<file path="config.mk">
export PLATFORM = sky130hd
export DESIGN_NAME = mm_i2c_front
export DESIGN_NICKNAME = d
export VERILOG_FILES = /design/src/rtl/mm_i2c_pkg.sv /design/src/rtl/mm_sync2.sv /design/src/rtl/mm_bus_watch.sv /design/src/rtl/mm_bit_engine.sv /design/src/rtl/mm_i2c_front.sv
export SDC_FILE = /design/constraint.sdc
export NUM_CORES = 1
export LEC_CHECK = 0
export ABC_AREA = 1
export CAP_MARGIN = 5
export CORE_MARGIN = 2
export CORE_UTILIZATION = 43
export CTS_CLUSTER_SIZE = 24
export DETAILED_ROUTE_END_ITERATION = 7
export PLACE_DENSITY = 0.61
export SLEW_MARGIN = 20
export SYNTH_ARGS = -nofsm -noshare
export SYNTH_HDL_FRONTEND = slang
export SYNTH_SLANG_ARGS = --single-unit
</file>
<file path="constraint.sdc">
create_clock -name clk -period 1.9 [get_ports clk]
set_clock_uncertainty 0.05 [all_clocks]
set_input_delay 0.38 -clock clk [delete_from_list [all_inputs] [get_ports clk]]
set_output_delay 0.38 -clock clk [all_outputs]
set_load 0.02 [all_outputs]
</file>
<file path="src/rtl/mm_i2c_pkg.sv">
package mm_i2c_pkg;
  typedef enum logic [1:0] {
    OP_START = 2'd0,
    OP_STOP  = 2'd1,
    OP_WRITE = 2'd2,
    OP_READ  = 2'd3
  } bus_op_e;

  typedef enum logic [2:0] {
    S_IDLE, S_HOLD, S_LOWCNT, S_RISE, S_HIGHCNT, S_RESP, S_LOST
  } eng_state_e;
endpackage

</file>
<file path="src/rtl/mm_sync2.sv">
module mm_sync2 #(
  parameter int W = 2
) (
  input  logic         clk,
  input  logic         rst_n,
  input  logic [W-1:0] d,
  output logic [W-1:0] q
);
  logic [W-1:0] meta;

  // released open-drain wires read high, so reset to ones
  always_ff @(posedge clk or negedge rst_n) begin
    if (!rst_n) begin
      meta <= '1;
      q    <= '1;
    end else begin
      meta <= d;
      q    <= meta;
    end
  end
endmodule

</file>
<file path="src/rtl/mm_bus_watch.sv">
module mm_bus_watch #(
  parameter int T_BUF = 64
) (
  input  logic clk,
  input  logic rst_n,
  input  logic scl_s,
  input  logic sda_s,
  output logic busy
);
  localparam int BW = $clog2(T_BUF + 1);
  localparam logic [BW-1:0] BUF_LAST = BW'(T_BUF - 1);

  logic          scl_q, sda_q, pend;
  logic [BW-1:0] free_cnt;
  logic          start_det, stop_det;

  assign start_det = scl_s && scl_q && sda_q && !sda_s;
  assign stop_det  = scl_s && scl_q && !sda_q && sda_s;

  always_ff @(posedge clk or negedge rst_n) begin
    if (!rst_n) begin
      scl_q    <= 1'b1;
      sda_q    <= 1'b1;
      busy     <= 1'b0;
      pend     <= 1'b0;
      free_cnt <= '0;
    end else begin
      scl_q <= scl_s;
      sda_q <= sda_s;
      if (start_det) begin
        busy <= 1'b1;
        pend <= 1'b0;
      end else if (stop_det) begin
        pend     <= 1'b1;
        free_cnt <= '0;
      end else if (pend) begin
        if (free_cnt == BUF_LAST) begin
          pend <= 1'b0;
          busy <= 1'b0;
        end else begin
          free_cnt <= free_cnt + 1'b1;
        end
      end
    end
  end


  busy_rise_chk: assert property (@(posedge clk) disable iff (!rst_n)
    $rose(busy) |-> $past(start_det));

  free_wait_chk: assert property (@(posedge clk) disable iff (!rst_n)
    (stop_det && busy) |=> busy);
endmodule

</file>
<file path="src/rtl/mm_bit_engine.sv">
module mm_bit_engine
  import mm_i2c_pkg::*;
#(
  parameter int T_LOW  = 63,
  parameter int T_HIGH = 62
) (
  input  logic       clk,
  input  logic       rst_n,
  input  logic       scl_s,
  input  logic       sda_s,
  input  logic       busy,
  input  logic       cmd_valid,
  output logic       cmd_ready,
  input  logic [1:0] cmd_op,
  input  logic       cmd_bit,
  output logic       rsp_valid,
  input  logic       rsp_ready,
  output logic       rsp_bit,
  output logic       arb_lost,
  output logic       scl_low,
  output logic       sda_low
);
  localparam int TMAX = (T_LOW > T_HIGH) ? T_LOW : T_HIGH;
  localparam int CW   = $clog2(TMAX + 1);
  localparam logic [CW-1:0] LOW_LAST  = CW'(T_LOW - 1);
  localparam logic [CW-1:0] HIGH_LAST = CW'(T_HIGH - 1);

  eng_state_e    state;
  bus_op_e       op_q;
  logic          sda_rel, owned, phase, rx_q;
  logic [CW-1:0] cnt;

  always_ff @(posedge clk or negedge rst_n) begin
    if (!rst_n) begin
      state    <= S_IDLE;
      op_q     <= OP_START;
      sda_rel  <= 1'b1;
      owned    <= 1'b0;
      phase    <= 1'b0;
      rx_q     <= 1'b1;
      cnt      <= '0;
      arb_lost <= 1'b0;
    end else begin
      arb_lost <= 1'b0;
      case (state)
        S_IDLE, S_HOLD: begin
          if (cmd_valid) begin
            op_q  <= bus_op_e'(cmd_op);
            cnt   <= '0;
            phase <= 1'b0;
            state <= S_LOWCNT;
            case (bus_op_e'(cmd_op))
              OP_STOP:  sda_rel <= 1'b0;
              OP_WRITE: sda_rel <= cmd_bit;
              default:  sda_rel <= 1'b1;
            endcase
          end
        end
        S_LOWCNT: begin
          if (!owned && busy) cnt <= '0;
          else if (cnt == LOW_LAST) begin
            cnt   <= '0;
            state <= S_RISE;
          end else cnt <= cnt + 1'b1;
        end
        S_RISE: begin
          if (scl_s) begin
            cnt   <= '0;
            state <= S_HIGHCNT;
          end
        end
        S_HIGHCNT: begin
          if (op_q == OP_WRITE && sda_rel && !sda_s) begin
            arb_lost <= 1'b1;
            sda_rel  <= 1'b1;
            owned    <= 1'b0;
            state    <= S_LOST;
          end else if (!scl_s) begin
            if (op_q == OP_START) owned <= 1'b1;
            state <= S_RESP;
          end else begin
            if (cnt == '0) rx_q <= sda_s;
            if (cnt == HIGH_LAST) begin
              cnt <= '0;
              case (op_q)
                OP_START: begin
                  if (!phase) begin
                    phase   <= 1'b1;
                    sda_rel <= 1'b0;
                  end else begin
                    owned <= 1'b1;
                    state <= S_RESP;
                  end
                end
                OP_STOP: begin
                  sda_rel <= 1'b1;
                  owned   <= 1'b0;
                  state   <= S_RESP;
                end
                default: state <= S_RESP;
              endcase
            end else cnt <= cnt + 1'b1;
          end
        end
        S_RESP: if (rsp_ready) state <= owned ? S_HOLD : S_IDLE;
        S_LOST: if (!busy) state <= S_IDLE;
        default: state <= S_IDLE;
      endcase
    end
  end

  assign scl_low   = owned && (state == S_HOLD || state == S_LOWCNT || state == S_RESP);
  assign sda_low   = !sda_rel && state != S_IDLE && state != S_LOST;
  assign cmd_ready = (state == S_IDLE) || (state == S_HOLD);
  assign rsp_valid = (state == S_RESP);
  assign rsp_bit   = rx_q;


  high_after_seen_chk: assert property (@(posedge clk) disable iff (!rst_n)
    (state == S_HIGHCNT && $past(state) == S_RISE) |-> $past(scl_s));

  sda_steady_chk: assert property (@(posedge clk) disable iff (!rst_n)
    (state == S_HIGHCNT && $past(state) == S_HIGHCNT &&
     (op_q == OP_WRITE || op_q == OP_READ)) |-> $stable(sda_low));

  arb_cause_chk: assert property (@(posedge clk) disable iff (!rst_n)
    $rose(arb_lost) |-> ($past(op_q) == OP_WRITE && !$past(sda_s)));

  lost_pulse_chk: assert property (@(posedge clk) disable iff (!rst_n)
    arb_lost |=> !arb_lost);

  rsp_hold_chk: assert property (@(posedge clk) disable iff (!rst_n)
    (rsp_valid && !rsp_ready) |=> (rsp_valid && $stable(rsp_bit)));
endmodule

</file>
<file path="src/rtl/mm_i2c_front.sv">
module mm_i2c_front #(
  parameter int T_LOW  = 63,
  parameter int T_HIGH = 62,
  parameter int T_BUF  = 64
) (
  input  logic       clk,
  input  logic       rst_n,
  input  logic       scl_in,
  input  logic       sda_in,
  output logic       scl_drive_low,
  output logic       sda_drive_low,
  input  logic       cmd_valid,
  output logic       cmd_ready,
  input  logic [1:0] cmd_op,
  input  logic       cmd_bit,
  output logic       rsp_valid,
  input  logic       rsp_ready,
  output logic       rsp_bit,
  output logic       bus_busy,
  output logic       arb_lost
);
  logic [1:0] raw_pair, sync_pair;

  assign raw_pair = {scl_in, sda_in};

  mm_sync2 #(.W(2)) u_sync (
    .clk(clk), .rst_n(rst_n), .d(raw_pair), .q(sync_pair)
  );

  mm_bus_watch #(.T_BUF(T_BUF)) u_watch (
    .clk(clk), .rst_n(rst_n),
    .scl_s(sync_pair[1]), .sda_s(sync_pair[0]), .busy(bus_busy)
  );

  mm_bit_engine #(.T_LOW(T_LOW), .T_HIGH(T_HIGH)) u_eng (
    .clk(clk), .rst_n(rst_n),
    .scl_s(sync_pair[1]), .sda_s(sync_pair[0]), .busy(bus_busy),
    .cmd_valid(cmd_valid), .cmd_ready(cmd_ready),
    .cmd_op(cmd_op), .cmd_bit(cmd_bit),
    .rsp_valid(rsp_valid), .rsp_ready(rsp_ready), .rsp_bit(rsp_bit),
    .arb_lost(arb_lost), .scl_low(scl_drive_low), .sda_low(sda_drive_low)
  );


  release_on_reset_chk: assert property (@(posedge clk)
    !rst_n |-> (!scl_drive_low && !sda_drive_low && !bus_busy));
endmodule

</file>
=== Yosys cells after proc, flatten, opt, wreduce, memory -nomap -nowiden ===
Cells that the tools add are included.

* Logic and storage cells: 145
* Bits in registers: 31

* Reductions and logical operators: 38
* Equal/unequal tests: 35
* Muxes and demuxes: 53
* Add/sub/neg operators: 2
* Bitwise operators: 2

{| class="wikitable"
|+ Operators by type and width
! cell !! number
|-
| $mux 6 || 7
|-
| $mux 3 || 11
|-
| $mux 1 || 25
|-
| $pmux 6 s4 || 1
|-
| $mux 7 || 3
|-
| $pmux 3 s6 || 1
|-
| $ne 4x2->1 const B || 4
|-
| $eq 6x6->1 const B || 2
|-
| $ne 2x1->1 const B || 6
|-
| $ne 2x2->1 const B || 6
|-
| $reduce_and 6->1 || 2
|-
| $logic_and 1x1->1 || 11
|-
| $pmux 1 s2 || 5
|-
| $reduce_and 5->1 || 2
|-
| $eq 3x3->1 const B || 3
|-
| $reduce_and 8->1 || 1
|-
| $reduce_bool 2->1 || 4
|-
| $add 7x1->7 const B || 1
|-
| $eq 7x6->1 const B || 1
|-
| $add 6x1->6 const B || 1
|-
| $eq 3x2->1 const B || 2
|-
| $logic_not 6->1 || 1
|-
| $ne 3x1->1 const B || 2
|-
| $reduce_and 3->1 || 2
|-
| 17 further kinds || 26
|}

=== Logic depth before layout (Yosys ltp) ===
Gate-level depths: netlist of the first run.

* Depth in word-level cells: 6
* Gate-level depth with buffers: 11
* Mapped depth without buffers: 11

=== Cells and area by module ===
Synthesis of the first run repeated with hierarchy kept, for this count alone.

* Cell total of the unflattened synthesis: 274
* Area total of the unflattened synthesis: 2075.7 µm²

{| class="wikitable"
|+ By module, submodules not included
! module !! instances !! seq. area each (µm²) !! area each (µm²) !! cells each
|-
| mm_bit_engine || 1 || 402.9 || 1371.3 || 195
|-
| mm_bus_watch || 1 || 277.8 || 599.3 || 75
|-
| mm_sync2 || 1 || 105.1 || 105.1 || 4
|}

=== Worst setup path after synthesis of the first run ===
No wires, ideal clock.

* Kind: reg2reg
* Start point: register u_sync.q[1]
* End point: register u_watch.free_cnt[5]
* Data arrival time: 1.364 ns
* Setup slack: 0.359 ns
* Cell stages (with the launch flop): 8
* Library setup time: 0.127 ns
* Data required time: 1.723 ns
* Cell sequence: dfstp_2 buf_4 nand4_4 a21oi_1 nand2_1 buf_4 nand2_1 o21ai_0

* Cells in the longest elaborated chain, start to end: 5
* Elaborated cells between the ends (all ways): 10
* Classes of those cells: eq/ne: 1; mux: 1; bitwise: 1; reduce/logical: 7

{| class="wikitable"
|+ Ends and longest elaborated chain
! element !! RTL line !! RTL
|-
| from (decl) || mm_sync2.sv:7 || <nowiki>output logic [W-1:0] q</nowiki>
|-
| from (signal assigned) || mm_sync2.sv:18 || <nowiki>q <= meta;</nowiki>
|-
| $logic_and 1x1->1 * || mm_bus_watch.sv:17, mm_bus_watch.sv:18 ||
|-
| $logic_and 1x1->1 (on tied branches) (2 in series) || mm_bus_watch.sv:18, mm_bus_watch.sv:17 ||
|-
| $ne 2x1->1 (no line) (tied with other cells) || n/a ||
|-
| $reduce_and 3->1 (no line) || n/a ||
|-
| to (signal assigned) || mm_bus_watch.sv:41 || <nowiki>free_cnt <= free_cnt + 1'b1;</nowiki>
|-
| to (decl) || mm_bus_watch.sv:14 || <nowiki>logic [BW-1:0] free_cnt;</nowiki>
|}

Every way passes the cells marked *; elsewhere a longest branch is shown, timed or not.
A chain may end at the register's enable or synchronous reset.

=== Worst setup path after layout of the first run ===
* Start point: register u_eng.state[1]
* End point: output port scl_drive_low

* Cells in the longest elaborated chain, start to end: 4
* Elaborated cells between the ends (all ways): 6
* Classes of those cells: eq/ne: 3; reduce/logical: 3

{| class="wikitable"
|+ Ends and longest elaborated chain
! element !! RTL line !! RTL
|-
| from (decl) || mm_bit_engine.sv:28 || <nowiki>eng_state_e state;</nowiki>
|-
| from (signal assigned) || mm_bit_engine.sv:105 || <nowiki>S_RESP: if (rsp_ready) state <= owned ? S_HOLD : S_IDLE;</nowiki>
|-
| $eq 3x1->1 / $eq 3x2->1 (equally long branches) || mm_bit_engine.sv:112 || <nowiki>assign scl_low = owned && (state == S_HOLD || state == S_LOWCNT || state == S_RESP);</nowiki>
|-
| $logic_or 1x1->1 || mm_bit_engine.sv:112 ||
|-
| $logic_or 1x1->1 * || mm_bit_engine.sv:112 ||
|-
| $logic_and 1x1->1 * || mm_bit_engine.sv:112 ||
|-
| to (decl) || mm_i2c_front.sv:10 || <nowiki>output logic scl_drive_low,</nowiki>
|}

Marked as above.

==> flow_metrics.env, run 1 <==
export IMPL_synth_simple_area_share=0.381
export IMPL_htreeDepth=2
export IMPL_cp_start_kind="flop"
export IMPL_dp_hpwl_mm=3.16
export IMPL_ant_nets=0
export IMPL_syn_cell_area_um2=2020
export IMPL_ys_top_cells_by_area="dfrtp_1 28%, nand2_1 14%, dfstp_2 10%"
export IMPL_clockBufferDepth=2
export IMPL_endpoint_kind="output pin"
export IMPL_synthFlopType="dfrtp_1"
export IMPL_area_growth_pct=16.6
export IMPL_vias=1714
export IMPL_die_height_um=72.6
export IMPL_slew_headroom=0.733
export IMPL_leakage_nw=1.18
export IMPL_synth_top_family_by_area="simple AND/OR/NAND/NOR gates"
export IMPL_fin_setup_tns_ns=0
export IMPL_yosys_area_top_type="dfrtp_1"
export IMPL_cpPeakStageDelay_ns=0.39
export IMPL_ir_drop_mv=0.412
export IMPL_fin_ws_ns=0.0741
export IMPL_rsz0062_at_grt="no"
export IMPL_dp_slack_ns=0.106
export IMPL_n_antenna_cell=0
export IMPL_via_per_inst=4.93
export IMPL_clock_fmax_mhz=548
export IMPL_power_mw=2.99
export IMPL_cts_tree="done"
export IMPL_place_congestion=0.797
export IMPL_maxCapViolations=0
export IMPL_ys_seq_area_frac=0.388
export IMPL_die_w_um=72.6
export IMPL_synth_lib_cells_used_distinct=31
export IMPL_synthAdderAreaFrac=0.0309
export IMPL_hold_class="reg -> reg"
export IMPL_synth_area_per_cell_um2=7.55
export IMPL_tightest_slew_ns=0.400
export IMPL_postCtsHoldBufs=0
export IMPL_min_period_ns=1.83
export IMPL_cp_slowest_cell="dfrtp_1"
export IMPL_post_route_drc_count=0
export IMPL_path_cells="inv_2 > buf_4 > nand2_2 > a21oi_1 > dlygate4sd2_1"
export IMPL_async_flop_share=1.00
export IMPL_synth_warnings=0
export IMPL_die_area_um2=5270
export IMPL_syn_num_nets=282
export IMPL_crit_required_ns=1.47
export IMPL_synth_seq_cells=31
export IMPL_synth_cells=268
export IMPL_clk_pin_slew_worst_paths_ns=0.07
export IMPL_finalNetCount=309
export IMPL_crit_buf_inv=3
export IMPL_core_um2=4440
export IMPL_cts_root_buf="clkbuf_8"
export IMPL_grt_first_pass_wirelength_mm=7.47
export IMPL_rows=24
export IMPL_crit_family="buffers and inverters"
export IMPL_start_util=0.456
export IMPL_grtUsageTotal=0.183
export IMPL_post_drt_wl_per_cell_um=11.9
export IMPL_cts_made_buffers=5
export IMPL_detail_route_wirelength_mm=4.13
export IMPL_drt_iter0_drc=67
export IMPL_worstSetupPathType="reg -> out"
export IMPL_pwr_density_cell_nw_per_um2=1270
export IMPL_arrival_ns=1.40
export IMPL_worstPathMaxFanout=4
export IMPL_layout_drive_gt1_share=0.199
export IMPL_slew_viol_final=0
export IMPL_synth_compound_area_frac=0.0841
export IMPL_cts_sinks=31
export IMPL_io_buffers=15
export IMPL_muxShareOfSynthArea=0
export IMPL_antenna_found_initial=0
export IMPL_timing_final_crit_share=0.961
export IMPL_insertion_delay_ns=0.28
export IMPL_grt_max_degree=32
export IMPL_overflow=0
export IMPL_synth_edff_count=0
export IMPL_synth_xor_area_share=0.0173
export IMPL_synth_top_cell_area_share=0.284
export IMPL_outcome="finished clean"
export IMPL_grt_pass1_vias=1644
export IMPL_first_pass_iters=4
export IMPL_ios=16
export IMPL_setup_viol=0
export IMPL_hold_viol=0
export IMPL_r2r_setup_slack_ns=0.20
==> logic make-up after synthesis <==
kind of cell / after synthesis
fa+ha+maj: 5
flops: 31
buf+inv: 45
xor+xnor: 4
simple gates: 155
compound gates: 28
==> cell usage in the layout, fill, tap and decap left out, types with 2 or more instances in the layout <==
master	n
nand2_1	75
inv_1	36
nand3_1	23
nor2_1	22
dfrtp_1	22
o21ai_0	11
clkdlybuf4s50_1	11
buf_4	10
nand4_1	8
dfstp_2	8
nand2_2	6
a21oi_1	6
clkbuf_8	6
nor2_2	5
nor2_4	5
ha_1	5
nor3_1	4
o21ai_2	4
xor2_1	4
dlygate4sd2_1	4
nand2_4	3
inv_2	2
o21ai_1	2
a21oi_2	2
==> state kept, by name, summed over array words and instances, names as in the netlist, 2 cells and up <==
| register | count |
|---|---|
| u_sync.meta | 2 |
| u_eng.cnt | 6 |
| u_watch.free_cnt | 7 |
| u_sync.q | 2 |
| u_eng.op_q | 2 |
| u_eng.state | 3 |
==> cell usage after synthesis, types with 2 or more instances <==
| cell type | n |
|---|---|
| nand4_1 | 8 |
| a21oi_2 | 2 |
| xor2_1 | 4 |
| a21oi_1 | 6 |
| ha_1 | 5 |
| inv_2 | 2 |
| dfstp_2 | 8 |
| buf_4 | 4 |
| nand2_4 | 3 |
| o21ai_2 | 4 |
| nor3_1 | 4 |
| nand2_1 | 75 |
| nand3_1 | 23 |
| nor2_1 | 22 |
| inv_1 | 36 |
| nand2_2 | 6 |
| nor2_2 | 5 |
| o21ai_0 | 12 |
| dfrtp_1 | 23 |
| nor2_4 | 5 |
==> per-stage QoR <==
step / hold WS, ns / instances / utilization / area (um^2)
final: 0.305 / 348 / 0.531 / 2360
after global routing: 0.313 / 348 / 0.531 / 2360
after CTS: 0.306 / 346 / 0.528 / 2340
after detailed placement: 0.297 / 338 / 0.508 / 2260
after global placement: 0.296 / 338 / 0.508 / 2260
after floorplan: 0.0344 / 268 / - / 2020
==> routing by layer <==
| metal | track usage | vias up | wire (um) |
|---|---|---|---|
| met5 | 0 | - | 0 |
| met4 | 0.0556 | 0 | 59 |
| met3 | 0.0373 | 6 | 157 |
| met2 | 0.295 | 29 | 1870 |
| met1 | 0.248 | 780 | 2050 |
| li1 | - | 899 | - |
==> what timing repair did <==
action | 4_1_cts | 5_1_grt
gates resized for setup | 4 | 2
buffers inserted | 0 | 2
setup endpoints to repair | 4 | 1
hold endpoints to repair | 0 | 0
==> power by group <==
group          leakage, nW  internal (mW)  total [mW]  switching, mW
combinational        0.745          0.577        1.46          0.886
clock               0.0482          0.292       0.541          0.249
sequential           0.382          0.844       0.991          0.147
==> path summary, 6_finish.rpt <==
check / start / endpoint / cells past startpoint
worst max-delay path: u_eng.state[1] / scl_drive_low / 5
worst min-delay path: u_sync.meta[1] / u_sync.q[1] / 0
worst max register to register: u_sync.q[0] / u_watch.free_cnt[5] / 5
worst min register to register: u_sync.meta[1] / u_sync.q[1] / 0
max in group asynchronous: rst_n / u_sync.meta[0] / 2
min in group asynchronous: rst_n / u_eng.op_q[0] / 2
==> final cells by class <==
cell class / instances / area [um^2]
fillers: 450 / 2080
clock inverters: 1 / 5.00
multi-input cells: 192 / 1040
flip-flops and latches: 31 / 787
inverters: 40 / 158
clock buffers: 7 / 86.3
well taps: 52 / 65.1
repair buffers: 25 / 220
Note: power is estimated with default switching activity, not from simulation.
==> run 2: changes to the inputs <==
DONT_BUFFER_PORTS = 1   (was default)
PLACE_DENSITY = 0.57   (was 0.61)
==> flow_metrics.env, run 2 (same netlist as run 1, synthesis figures left out) <==
export IMPL_finalNetCount=291
export IMPL_die_area_um2=5270
export IMPL_post_drt_wl_per_cell_um=12.3
export IMPL_layout_drive_gt1_share=0.205
export IMPL_nFillCells=448
export IMPL_clk_pin_slew_worst_paths_ns=0.07
export IMPL_vias=1617
export IMPL_fin_ws_ns=0.100
export IMPL_holdWs_ns=0.0463
export IMPL_first_pass_iters=4
export IMPL_rsz0062_at_grt="no"
export IMPL_detail_route_wirelength_mm=4.07
export IMPL_hold_class="in -> reg"
export IMPL_leakage_nw=1.09
export IMPL_crit_required_ns=1.47
export IMPL_setup_viol=0
export IMPL_grt_first_pass_wirelength_mm=7.36
export IMPL_htreeDepth=2
export IMPL_whs_endpoint="u_sync.meta[0]"
export IMPL_dp_cells=320
export IMPL_top_regs="u_watch.free_cnt: 7 flops, u_eng.cnt: 6 flops, u_eng.state: 3 flops"
export IMPL_cts_made_buffers=5
export IMPL_via_per_inst=4.90
export IMPL_ir_drop_mv=0.437
export IMPL_cp_start_kind="flop"
export IMPL_post_route_drc_count=0
export IMPL_area_growth_pct=9.27
export IMPL_stdcell_area_um2=2210
export IMPL_place_area_um2=2090
export IMPL_maxCapViolations=0
export IMPL_slew_viol_final=0
export IMPL_insertion_delay_ns=0.28
export IMPL_clock_fmax_mhz=556
export IMPL_hold_viol=0
export IMPL_antenna_found_initial=0
export IMPL_largest_register_ffs=7
export IMPL_power_mw=2.87
export IMPL_grtUsageTotal=0.178
export IMPL_cts_setup_buffers=0
export IMPL_endpoint_kind="output pin"
export IMPL_slew_headroom=0.751
export IMPL_n_antenna_cell=0
export IMPL_final_common_cell="nand2_1"
export IMPL_tightest_slew_ns=0.373
export IMPL_die_w_um=72.6
export IMPL_r2r_start="u_eng.cnt[0]"
export IMPL_grt_max_degree=32
export IMPL_dp_slack_ns=0.170
export IMPL_worstSetupPathType="reg -> out"
export IMPL_place_congestion=0.794
export IMPL_ant_nets=0
export IMPL_cts_root_buf="clkbuf_8"
export IMPL_overflow=0
export IMPL_r2r_setup_slack_ns=0.25
export IMPL_hold_depth=0
export IMPL_rows=24
export IMPL_timing_final_crit_share=0.947
export IMPL_core_um2=4440
export IMPL_min_period_ns=1.80
export IMPL_outcome="finished clean"
export IMPL_drt_iter0_drc=67
export IMPL_reg2regPathDepth=9
export IMPL_grt_pass1_vias=1613
export IMPL_final_util=0.498
export IMPL_io_buffers=0
export IMPL_ios=16
export IMPL_dp_hpwl_mm=3.05
export IMPL_ff_latch_area_um2=788
export IMPL_cts_sinks=31
export IMPL_pwr_density_cell_nw_per_um2=1300
export IMPL_multi_input_area_um2=1040
export IMPL_final_cells=330
export IMPL_arrival_ns=1.37
export IMPL_reg2reg_to="u_eng.state[2]"
export IMPL_start_util=0.456
export IMPL_worstPathMaxFanout=8
export IMPL_fin_setup_tns_ns=0
export IMPL_final_cell_mix="74 x nand2_1, 36 x inv_1, 23 x nand3_1"
export IMPL_cts_tree="done"
export IMPL_worstHoldStart="sda_in"
export IMPL_clockBufferDepth=2
export IMPL_die_height_um=72.6
export IMPL_regMostFlops="u_watch.free_cnt"
## run 2: changes by cell type in the layout (fill, tap and decap cells not counted), sizes merged
cell / before / now
buf: 10 / 6
clkdlybuf4s50: 11 / 0
dlygate4sd2: 4 / 0
dlygate4sd3: 0 / 1
## run 2: layout make-up
| class | count | area share |
|---|---|---|
| Clock buffer | 7 | 0.0390 |
| Tap cell | 52 | 0.0294 |
| Sequential cell | 31 | 0.356 |
| Timing Repair Buffer | 7 | 0.0305 |
| Clock inverter | 1 | 0.00226 |
| Multi-Input combinational cell | 192 | 0.471 |
| Inverter | 40 | 0.0713 |
## run 2: timing repair
item / CTS / global route
pin swaps: 0 / 0
setup endpoints to repair: 1 / 4
endpoints found under the hold margin: 31 / 0
hold buffers: 2 / 0
gates resized for setup: 1 / 3
## run 2: worst max path at each step
stage / start / end / slack [ns]
after floorplan: u_sync.q[1] / u_watch.free_cnt[5] / 0.36
after CTS: u_eng.state[1] / sda_drive_low / 0.03
after global routing: u_eng.state[0] / sda_drive_low / 0.003
after global placement: u_sync.q[1] / u_watch.free_cnt[3] / 0.21
after detailed placement: u_watch.free_cnt[0] / u_watch.free_cnt[4] / 0.17
final: u_eng.state[0] / sda_drive_low / 0.10
## run 2: worst max-delay path, stage by stage (launching register included)
cell     delay [ns]
dfrtp_1        0.57
inv_1          0.07
nand2_1        0.09
o21ai_1        0.07
a21oi_1        0.13
buf_4          0.16
## run 2: layer usage
metal	vias up	track usage	wire (um)
met5	-	0	0
met4	0	0.0494	52
met3	7	0.0442	165
met2	24	0.272	1770
met1	724	0.252	2080
li1	862	-	-
## run 2: report_power, final
group          internal (mW)  switching [mW]  leakage, nW
sequential             0.846           0.211        0.380
clock                  0.292           0.247       0.0482
combinational          0.465           0.806        0.666
==> run 3: changes to the inputs <==
GPL_ROUTABILITY_DRIVEN = 0   (was default)
SYNTH_HIERARCHICAL = 1   (was default)
==> flow_metrics.env, run 3 <==
export IMPL_outcome="finished clean"
export IMPL_dp_slack_ns=0.299
export IMPL_post_route_drc_count=0
export IMPL_leakage_nw=1.22
export IMPL_synth_cells=274
export IMPL_rows=25
export IMPL_whs_endpoint="u_sync/meta[0]"
export IMPL_cp_start_kind="flop"
export IMPL_async_flop_share=1.00
export IMPL_final_common_cell="nand2_1"
export IMPL_maxCapViolations=0
export IMPL_top_regs="u_watch/free_cnt: 7 flops, u_eng/cnt: 6 flops, u_eng/state: 3 flops"
export IMPL_crit_buf_inv=2
export IMPL_pwr_density_cell_nw_per_um2=1370
export IMPL_tightest_slew_ns=0.351
export IMPL_layout_drive_gt1_share=0.232
export IMPL_htreeDepth=2
export IMPL_core_um2=4690
export IMPL_regMostFlops="u_watch/free_cnt"
export IMPL_rsz0062_at_grt="no"
export IMPL_synth_lib_cells_used_distinct=34
export IMPL_post_cts_resized=0
export IMPL_r2r_start="u_eng/cnt[1]"
export IMPL_worstPathMaxFanout=6
export IMPL_fin_setup_tns_ns=0
export IMPL_place_area_um2=2140
export IMPL_worstHoldStart="sda_in"
export IMPL_syn_num_nets=288
export IMPL_synth_edff_count=0
export IMPL_slew_headroom=0.766
export IMPL_insertion_delay_ns=0.28
export IMPL_power_frac_clock=0.207
export IMPL_die_area_um2=5400
export IMPL_yosys_area_top_type="dfrtp_1"
export IMPL_switchingPower_mw=1.37
export IMPL_clock_fmax_mhz=564
export IMPL_ir_drop_mv=0.546
export IMPL_hold_depth=0
export IMPL_grt_first_pass_wirelength_mm=7.13
export IMPL_finalNetCount=298
export IMPL_cts_setup_buffers=0
export IMPL_cts_tree="done"
export IMPL_reg2reg_to="u_eng/state[0]"
export IMPL_area_growth_pct=9.83
export IMPL_synth_common_cells="76 x nand2_1, 34 x nand3_1, 32 x inv_1, 23 x dfrtp_1, 14 x nor2_1"
export IMPL_overflow=0
export IMPL_hold_class="in -> reg"
export IMPL_n_antenna_cell=0
export IMPL_crit_family="flip-flops"
export IMPL_synth_most_common_cell="nand2_1"
export IMPL_stdcell_area_um2=2280
export IMPL_die_w_um=73.5
export IMPL_ios=16
export IMPL_endpoint_kind="output pin"
export IMPL_grt_max_degree=32
export IMPL_min_period_ns=1.77
export IMPL_detail_route_wirelength_mm=4.11
export IMPL_path_cells="inv_2 > nand3_4 > a21oi_1 > buf_4"
export IMPL_worstSetupPathType="reg -> out"
export IMPL_crit_required_ns=1.47
export IMPL_final_cell_mix="76 x nand2_1, 34 x nand3_1, 32 x inv_1"
export IMPL_synthFlopType="dfrtp_1"
export IMPL_r2r_setup_slack_ns=0.30
export IMPL_setup_viol=0
export IMPL_fin_ws_ns=0.127
export IMPL_cts_made_buffers=5
export IMPL_first_pass_iters=4
export IMPL_post_drt_wl_per_cell_um=12.1
export IMPL_arrival_ns=1.34
export IMPL_cp_slowest_cell="dfrtp_1"
export IMPL_seq_power_share=0.349
export IMPL_cts_sinks=31
export IMPL_slew_viol_final=0
export IMPL_largest_register_ffs=7
export IMPL_synth_warnings=6
export IMPL_grtUsageTotal=0.170
export IMPL_ant_nets=0
export IMPL_hold_viol=0
export IMPL_internal_power_mw=1.75
export IMPL_antenna_found_initial=0
export IMPL_synth_seq_cells=31
export IMPL_grt_pass1_vias=1576
export IMPL_cpPeakStageDelay_ns=0.47
export IMPL_cts_root_buf="clkbuf_8"
export IMPL_timing_final_crit_share=0.933
export IMPL_pwr_share_comb=0.444
export IMPL_ys_seq_area_frac=0.379
export IMPL_via_per_inst=4.94
export IMPL_clk_pin_slew_worst_paths_ns=0.07
export IMPL_reg2regPathDepth=11
export IMPL_die_height_um=73.5
export IMPL_syn_cell_area_um2=2080
export IMPL_ys_top_cells_by_area="dfrtp_1 28%, nand2_1 14%, dfstp_2 10%"
export IMPL_synth_area_per_cell_um2=7.58
export IMPL_start_util=0.442
export IMPL_final_util=0.486
export IMPL_io_buffers=0
export IMPL_synth_top_cell_area_share=0.277
export IMPL_vias=1674
export IMPL_power_switching_share=0.439
export IMPL_drt_iter0_drc=61
export IMPL_dp_hpwl_mm=3.16
export IMPL_clockBufferDepth=2
## run 3: layout make-up
type,instances,area [um^2]
Fill cell,464,2410
Timing Repair Buffer,6,60.1
Tap cell,54,67.6
Clock inverter,3,43.8
Inverter,43,165
Multi-Input combinational cell,197,1090
Clock buffer,5,68.8
Sequential cell,31,786
## run 3: power groups by stage
stage | combinational, mW | clock (mW) | sequential, mW
floorplan | 1.19 | 0 | 1.02
global placement | 1.37 | 0 | 1.10
detailed placement | 1.37 | 0 | 1.10
CTS | 1.40 | 0.667 | 1.09
global route | 1.58 | 0.703 | 1.12
finish | 1.39 | 0.646 | 1.09
## run 3: cells by family (layout without fill, tap and decap cells)
group / count (synthesis) / after routing / synth area share
and+or+nand+nor: 172 / 172 / 0.431
buffers and inverters: 46 / 57 / 0.0970
DFF: 31 / 31 / 0.379
AOI/OAI and AO/OA: 18 / 18 / 0.0549
adders and majority gates: 5 / 5 / 0.0301
xor gates and xnor gates: 2 / 2 / 0.00844
## run 3: repair_timing
| item | 4_1_cts | 5_1_grt |
|---|---|---|
| setup endpoints to repair | 0 | 0 |
| hold buffers | 2 | 0 |
| endpoints found under the hold margin | 31 | 0 |
## run 3: through the flow
step | cells | hold slack (ns) | power (mW)
2_1_floorplan | 274 | 0.0344 | 2.22
3_3_place_gp | 329 | 0.0355 | 2.47
3_5_place_dp | 329 | 0.0357 | 2.47
4_1_cts | 339 | 0.0361 | 3.15
5_1_grt | 339 | 0.0242 | 3.40
6_report | 339 | 0.0450 | 3.12
## run 3: routing by layer
metal	vias up	GRT usage	wire length (um)
li1	898	-	-
met1	743	0.230	2040
met2	31	0.271	1890
met3	2	0.0425	149
met4	0	0.0465	27
met5	-	0	0
## run 3: worst max path at each step
| stage | cells past startpoint | endpoint | slack (ns) | startpoint |
|---|---|---|---|---|
| floorplan | 4 | sda_drive_low | 0.33 | u_eng/state[0] |
| global placement | 11 | u_eng/state[1] | 0.28 | u_eng/cnt[1] |
| detailed placement | 11 | u_eng/state[0] | 0.30 | u_eng/cnt[1] |
| CTS | 4 | scl_drive_low | 0.11 | u_eng/state[2] |
| global route | 5 | sda_drive_low | 0.02 | u_eng/state[0] |
| finish | 4 | scl_drive_low | 0.13 | u_eng/state[2] |
